## src/rtl/pk_pkg.sv

```systemverilog
package pk_pkg;
    localparam int PK_DATA_W   = 64;
    localparam int PK_EXT_W    = 64;
    localparam int PK_SC_LSB   = 3;
    localparam int PK_SC_NAR_W = 4;
    localparam int PK_SC_WID_W = 5;
    localparam int PK_SH_B16   = 7;
    localparam int PK_SH_B32   = 23;
    localparam int PK_SH_FIX   = 16;
    localparam int PK_HALF_W   = PK_DATA_W / 2;
    localparam logic [PK_DATA_W-1:0] PK_MERGE_CLR = 64'h0000_00FF_0000_00FF;

    typedef enum logic [1:0] {
        PK_U8_FROM16  = 2'd0,
        PK_U8_MERGE32 = 2'd1,
        PK_S16_FROM32 = 2'd2,
        PK_RSVD       = 2'd3
    } pk_mode_e;

    typedef struct packed {
        logic                 valid;
        pk_mode_e             mode;
        logic [PK_DATA_W-1:0] data;
    } pk_out_s;

    function automatic logic [PK_SC_WID_W-1:0] pk_scale(input logic [PK_DATA_W-1:0] st,
                                                        input pk_mode_e m);
        logic [PK_SC_WID_W-1:0] s;
        s = st[PK_SC_LSB +: PK_SC_WID_W];
        if (m == PK_U8_FROM16) s[PK_SC_WID_W-1] = 1'b0;
        return s;
    endfunction
endpackage

```

## src/rtl/pk_sat_lane.sv

```systemverilog
module pk_sat_lane #(
    parameter int IN_W       = 16,
    parameter int SCALE_W    = 4,
    parameter int POST_SH    = 7,
    parameter int OUT_W      = 8,
    parameter bit SIGNED_OUT = 1'b0
) (
    input  logic [IN_W-1:0]    din,
    input  logic [SCALE_W-1:0] scale,
    output logic [OUT_W-1:0]   dout
);
    localparam int EXT_W = pk_pkg::PK_EXT_W;
    localparam logic signed [EXT_W-1:0] HI_LIM = SIGNED_OUT ?
        (64'sd1 <<< (OUT_W - 1)) - 64'sd1 : (64'sd1 <<< OUT_W) - 64'sd1;
    localparam logic signed [EXT_W-1:0] LO_LIM = SIGNED_OUT ?
        -(64'sd1 <<< (OUT_W - 1)) : 64'sd0;

    logic signed [EXT_W-1:0] wide;
    logic signed [EXT_W-1:0] scaled;
    logic signed [EXT_W-1:0] trimmed;

    always_comb begin
        wide    = {{(EXT_W-IN_W){din[IN_W-1]}}, din};
        scaled  = wide <<< scale;
        trimmed = scaled >>> POST_SH;
        if (trimmed > HI_LIM)      dout = HI_LIM[OUT_W-1:0];
        else if (trimmed < LO_LIM) dout = LO_LIM[OUT_W-1:0];
        else                       dout = trimmed[OUT_W-1:0];
    end

    generate
        if (SIGNED_OUT) begin : g_sgn_chk
            always_comb begin
                // the sign of the input survives the clamp
                a_r6_sign_kept: assert (dout[OUT_W-1] == din[IN_W-1]);
            end
        end else begin : g_uns_chk
            always_comb begin
                if (din[IN_W-1]) begin
                    a_r3_neg_to_zero: assert (dout == '0);
                end
            end
        end
    endgenerate
endmodule

```

## src/rtl/pk_lane_array.sv

```systemverilog
module pk_lane_array #(
    parameter int N_LANES    = 4,
    parameter int IN_W       = 16,
    parameter int SCALE_W    = 4,
    parameter int POST_SH    = 7,
    parameter int OUT_W      = 8,
    parameter bit SIGNED_OUT = 1'b0
) (
    input  logic [N_LANES*IN_W-1:0]  din_vec,
    input  logic [SCALE_W-1:0]       scale,
    output logic [N_LANES*OUT_W-1:0] dout_vec
);
    genvar k;
    generate
        for (k = 0; k < N_LANES; k++) begin : g_lane
            pk_sat_lane #(
                .IN_W      (IN_W),
                .SCALE_W   (SCALE_W),
                .POST_SH   (POST_SH),
                .OUT_W     (OUT_W),
                .SIGNED_OUT(SIGNED_OUT)
            ) lane_i (
                .din  (din_vec[k*IN_W +: IN_W]),
                .scale(scale),
                .dout (dout_vec[k*OUT_W +: OUT_W])
            );
        end
    endgenerate
endmodule

```

## src/rtl/pixel_pack_unit.sv

```systemverilog
module pixel_pack_unit
    import pk_pkg::*;
(
    input  logic                 clk,
    input  logic                 rst,
    input  logic                 in_valid,
    input  logic [1:0]           mode_sel,
    input  logic [PK_DATA_W-1:0] status_in,
    input  logic [PK_DATA_W-1:0] src_a,
    input  logic [PK_DATA_W-1:0] src_b,
    output logic                 out_valid,
    output logic [PK_DATA_W-1:0] result
);
    localparam int N16 = PK_DATA_W / 16;
    localparam int N32 = PK_DATA_W / 32;

    pk_mode_e               mode_in;
    logic [PK_SC_WID_W-1:0] scale_sel;
    logic [N16*8-1:0]       bytes16;
    logic [N32*8-1:0]       bytes32;
    logic [N32*16-1:0]      halves32;
    logic [PK_DATA_W-1:0]   merge_word;
    logic [PK_DATA_W-1:0]   pack_next;
    pk_out_s                out_q;

    assign mode_in   = pk_mode_e'(mode_sel);
    assign scale_sel = pk_scale(status_in, mode_in);

    pk_lane_array #(
        .N_LANES(N16), .IN_W(16), .SCALE_W(PK_SC_NAR_W),
        .POST_SH(PK_SH_B16), .OUT_W(8), .SIGNED_OUT(1'b0)
    ) arr_b16_i (
        .din_vec (src_b),
        .scale   (scale_sel[PK_SC_NAR_W-1:0]),
        .dout_vec(bytes16)
    );

    pk_lane_array #(
        .N_LANES(N32), .IN_W(32), .SCALE_W(PK_SC_WID_W),
        .POST_SH(PK_SH_B32), .OUT_W(8), .SIGNED_OUT(1'b0)
    ) arr_b32_i (
        .din_vec (src_b),
        .scale   (scale_sel),
        .dout_vec(bytes32)
    );

    pk_lane_array #(
        .N_LANES(N32), .IN_W(32), .SCALE_W(PK_SC_WID_W),
        .POST_SH(PK_SH_FIX), .OUT_W(16), .SIGNED_OUT(1'b1)
    ) arr_fix_i (
        .din_vec (src_b),
        .scale   (scale_sel),
        .dout_vec(halves32)
    );

    always_comb begin
        merge_word = (src_a << 8) & ~PK_MERGE_CLR;
        for (int k = 0; k < N32; k++) begin
            merge_word[k*32 +: 8] = bytes32[k*8 +: 8];
        end
    end

    always_comb begin
        pack_next = '0;
        case (mode_in)
            PK_U8_FROM16:  pack_next[PK_HALF_W-1:0] = bytes16;
            PK_U8_MERGE32: pack_next = merge_word;
            PK_S16_FROM32: pack_next[PK_HALF_W-1:0] = halves32;
            default:       pack_next = '0;
        endcase
    end

    always_ff @(posedge clk) begin
        if (rst) begin
            out_q <= '{valid: 1'b0, mode: PK_U8_FROM16, data: '0};
        end else begin
            out_q.valid <= in_valid;
            if (in_valid) begin
                out_q.mode <= mode_in;
                out_q.data <= pack_next;
            end
        end
    end

    assign out_valid = out_q.valid;
    assign result    = out_q.data;

    a_r9_reset_clears: assert property (@(posedge clk)
        rst |=> (!out_valid && result == '0));
    a_r8_valid_follows: assert property (@(posedge clk) disable iff (rst)
        in_valid |=> out_valid);
    a_r8_idle_low: assert property (@(posedge clk) disable iff (rst)
        !in_valid |=> !out_valid);
    a_r8_hold: assert property (@(posedge clk) disable iff (rst)
        !in_valid |=> $stable(result));
    a_r4_merge_base: assert property (@(posedge clk) disable iff (rst)
        (out_valid && out_q.mode == PK_U8_MERGE32) |->
        (result[31:8] == $past(src_a[23:0]) && result[63:40] == $past(src_a[55:32])));
    a_r2_upper_zero: assert property (@(posedge clk) disable iff (rst)
        (out_valid && out_q.mode != PK_U8_MERGE32) |-> result[63:32] == '0);
    a_r10_rsvd_zero: assert property (@(posedge clk) disable iff (rst)
        (out_valid && out_q.mode == PK_RSVD) |-> result == '0);
endmodule

```

## config.mk

```make
export PLATFORM = sky130hd
export DESIGN_NAME = pixel_pack_unit
export DESIGN_NICKNAME = d
export VERILOG_FILES = /design/src/rtl/pk_pkg.sv /design/src/rtl/pk_sat_lane.sv /design/src/rtl/pk_lane_array.sv /design/src/rtl/pixel_pack_unit.sv
export SDC_FILE = /design/constraint.sdc
export NUM_CORES = 1
export LEC_CHECK = 0
export BUFFER_PORTS_ARGS = -buffer_cell sky130_fd_sc_hd__buf_2
export CAP_MARGIN = 20
export CORE_MARGIN = 2
export CORE_UTILIZATION = 30
export DETAILED_ROUTE_END_ITERATION = 10
export PLACE_DENSITY_LB_ADDON = 0.08
export RECOVER_POWER = 100
export SETUP_SLACK_MARGIN = 0.3
export SYNTH_ARGS = -nofsm -noshare
export SYNTH_HDL_FRONTEND = slang
export SYNTH_SLANG_ARGS = --single-unit
```

## constraint.sdc

```tcl
create_clock -name clk -period 3.3 [get_ports clk]
set_input_delay 0.33 -clock clk [delete_from_list [all_inputs] [get_ports clk]]
set_output_delay 0.33 -clock clk [all_outputs]
set_load 0.1 [all_outputs]
```

==> impl_metrics.py <==
metrics = {
    "floorplanning": {
        "ios": 262,
        "core_um2": 30700,
        "start_util": 0.306,
        "row_count": 64,
        "dieArea_um2": 32800,
        "die_height_um": 181,
        "fp.dieW_um": 181,
    },
    "layout": {
        "area_growth_pct": 30.9,
        "multi_input_area_um2": 7600,
        "fin_nets": 1646,
        "drive_above_1_share": 0.332,
        "seqCellArea_um2": 1300,
        "fin_util": 0.400,
        "num-fill-cells": 3246,
        "antennaDiodeCount": 0,
    },
    "setup_path": {
        "worst_ep_arrival_time_ns": 3.24,
        "critPathCaptureType": "register",
        "critPathLaunch": "status_in[4]",
        "r2r_cells": 4,
        "path_depth": 13,
        "crit_type": "primary input to register",
        "r2r_start": "result[27]$_SDFFE_PP0P_",
        "required_ns": 3.51,
        "critPathBufInv": 4,
        "startpoint_type": "primary input",
        "cp_common_cell": "buf_16",
        "cp_max_fo": 22,
        "critPathTopFamily": "multiplexers",
        "crit_chain": "buf_16, buf_16, mux4_2, mux2_4, mux2i_2, o41ai_1, nand4_1, nor4b_1, buf_4, a22oi_2, clkbuf_1, nor2_1, o31a_1",
        "cpMaxStageDelayCell": "mux4_2",
        "slowest_delay_ns": 0.58,
    },
    "detailed_routing": {
        "dr.pass1.iters": 6,
        "wl_per_cell_um": 22.3,
        "via_per_inst": 5.92,
        "ant_nets": 0,
        "drc": 0,
        "first_iter_violations": 1098,
        "vias": 10900,
        "routed_wirelength_um": 41300,
    },
    "timing": {
        "period_needed_ns": 3.03,
        "finalCritPeriodShare": 0.917,
        "drv_slew": 0,
        "slew_headroom": 0.177,
        "worst_pin_slew_ns": 1.24,
        "clock-skew-final_ns": 0,
        "finalHoldViolations": 0,
        "layout_setup_ws_ns": 0.273,
        "finalSetupViolCount": 0,
        "hold_ws_ns": 0.277,
        "rsz0062_at_grt": "true",
        "max_freq_mhz": 330,
    },
    "logic_synthesis": {
        "ys_types": 89,
        "synth_edf_count": 0,
        "synthCells": 1165,
        "yosys-top-cells-count": "nand2_1 (136), a21oi_1 (108), nor2_1 (108)",
        "synthArstFlopShare": 0,
        "synth.most_common_cell": "nand2_1",
        "synthesis.nets": 1362,
        "avgSynthCellArea_um2": 8.08,
        "ys_top_cells_by_area": "mux4_2 (17%), dfxtp_1 (14%), mux2i_1 (6.9%)",
        "yosysTopAreaCellShare": 0.175,
        "yosysWarnings": 0,
        "syn_area_um2": 9410,
        "ys.flop_type": "dfxtp_1",
        "ys_seq_elements": 65,
        "yosysTopAreaCell": "mux4_2",
        "seq_area_frac_synth": 0.138,
    },
    "pwr": {
        "vdd_drop_max_mv": 0.193,
        "intPower_uw": 2210,
        "power_density_nw_per_um2": 310,
        "pwr-share-clk": 0.236,
        "power_frac_seq": 0.218,
        "pwr-share-comb": 0.546,
        "leakage_uw": 0.00475,
        "switching_share": 0.421,
        "finalPower_uw": 3820,
        "p_switching_uw": 1610,
    },
    "clocking": {
        "clockRootBuffer": "clkbuf_16",
        "path_clk_slew_ns": 0.05,
        "hold_buffers": 0,
        "clockBufferDepth": 2,
        "cts.sinks": 65,
        "clkLatencyLatePin_ns": 0.32,
        "cts_buffers": 9,
        "htree_num_levels": 3,
        "cts_tree": "built",
    },
    "grt": {
        "gr-usage-met2": 0.357,
        "grtUsageMet1": 0.379,
        "grtUsageTotal": 0.244,
        "grt_pass1_wl_um": 63500,
        "gr-usage-met3": 0.0359,
        "busiest_layer": "met1",
        "grt_max_degree": 61,
        "antenna_found_initial": 0,
        "grt_pass1_vias": 10300,
        "grt-ovfl-total": 0,
    },
    "min_path": {
        "min_from": "src_a[50]",
        "hold_depth": 3,
        "min_path_type": "primary input to register",
    },
    "job": {
        "maxCapViolCount": 0,
    },
    "placed_design": {
        "place_ws_ns": -0.163,
        "hpwl_um": 32600,
        "routabilityCongestion": 0.923,
        "numPortBuffers": 186,
    },
    "run_status": {
        "status": "completed",
    },
}
## per-layer routing
layer	part of all wire	vias up	wire (um)
met5	0	-	0
met4	0.010	0	421
met3	0.069	27	2860
met1	0.50	5334	20700
li1	-	5132	-
met2	0.42	444	17300
## cells in the final DEF (no fill, tap or decap), types with 6 or more instances in the layout
cell type	n
nand2_1	136
o21a_1	8
nand4_1	12
a221oi_1	11
o21ai_1	6
a21oi_1	107
o22ai_1	16
mux2_2	27
or3_1	12
nor2_1	106
o31a_1	12
a31oi_1	15
nand3_1	37
buf_2	117
nor3_1	27
a211oi_1	12
mux2i_1	60
buf_4	182
a311oi_1	11
dfxtp_1	65
and3_1	10
inv_1	12
o31ai_1	11
nor2b_1	24
mux2_1	9
o21ai_0	55
mux4_2	73
and2_1	6
a221o_1	12
a22o_1	8
clkbuf_16	10
mux2_4	9
o221ai_1	9
buf_12	10
nand2b_1	10
clkbuf_1	69
o211ai_1	9
## metrics by stage
stage / setup TNS [ns] / instances / instance area, um^2
after floorplan: 0 / 1165 / 9550
after global placement: -3.40 / 1831 / 11900
after detailed placement: -2.26 / 1831 / 11900
after CTS: 0 / 1846 / 12300
after global routing: 0 / 1849 / 12300
final: 0 / 1849 / 12300
## worst register-to-register path, cell delays in order, from the launching register on
cell and delay [ns]:
dfxtp_1 0.31, nor2b_1 0.15, a221o_1 0.28, a21oi_1 0.12
a31oi_1 0.10
## timing repair
action                     CTS  global route
cloned                       0             2
setup endpoints to repair   16            38
gates resized for setup      6            28
setup buffers                0             1
pin swaps                    1             3
## power groups by stage
stage | Clock, uW | Sequential, uW | Combinational, uW
after floorplan | 0 | 1070 | 1030
after global placement | 0 | 848 | 2030
after detailed placement | 0 | 849 | 2020
after CTS | 924 | 832 | 2040
after global routing | 956 | 837 | 2210
final | 899 | 833 | 2080
## registers in the layout, indices dropped and copies added (netlist names)
signal,count
result,64
out_valid,1
## area by class of cell
cell class              count  share of cell area
clock buffers              13              0.0220
clock inverters             2             0.00102
inverters                  16             0.00488
multi-input cells         971               0.617
flip-flops and latches     65               0.106
well taps                 396              0.0402
repair buffers            386               0.209
## path summary, 6_finish.rpt
path / endpoint / slack, ns
hold reg to reg: result[57]$_SDFFE_PP0P_ / 0.46
setup reg to reg: result[27]$_SDFFE_PP0P_ / 2.20
setup / recovery: result[4]$_SDFFE_PP0P_ / 0.27
hold / removal: result[58]$_SDFFE_PP0P_ / 0.28
## kinds of logic after synthesis
family / share of synthesized area
multiplexers: 0.304
AO/OA/AOI/OAI: 0.286
buffers and inverters: 0.0731
AND/OR/NAND/NOR: 0.198
flip-flops: 0.138
Note: power is estimated with default switching activity, not from simulation.
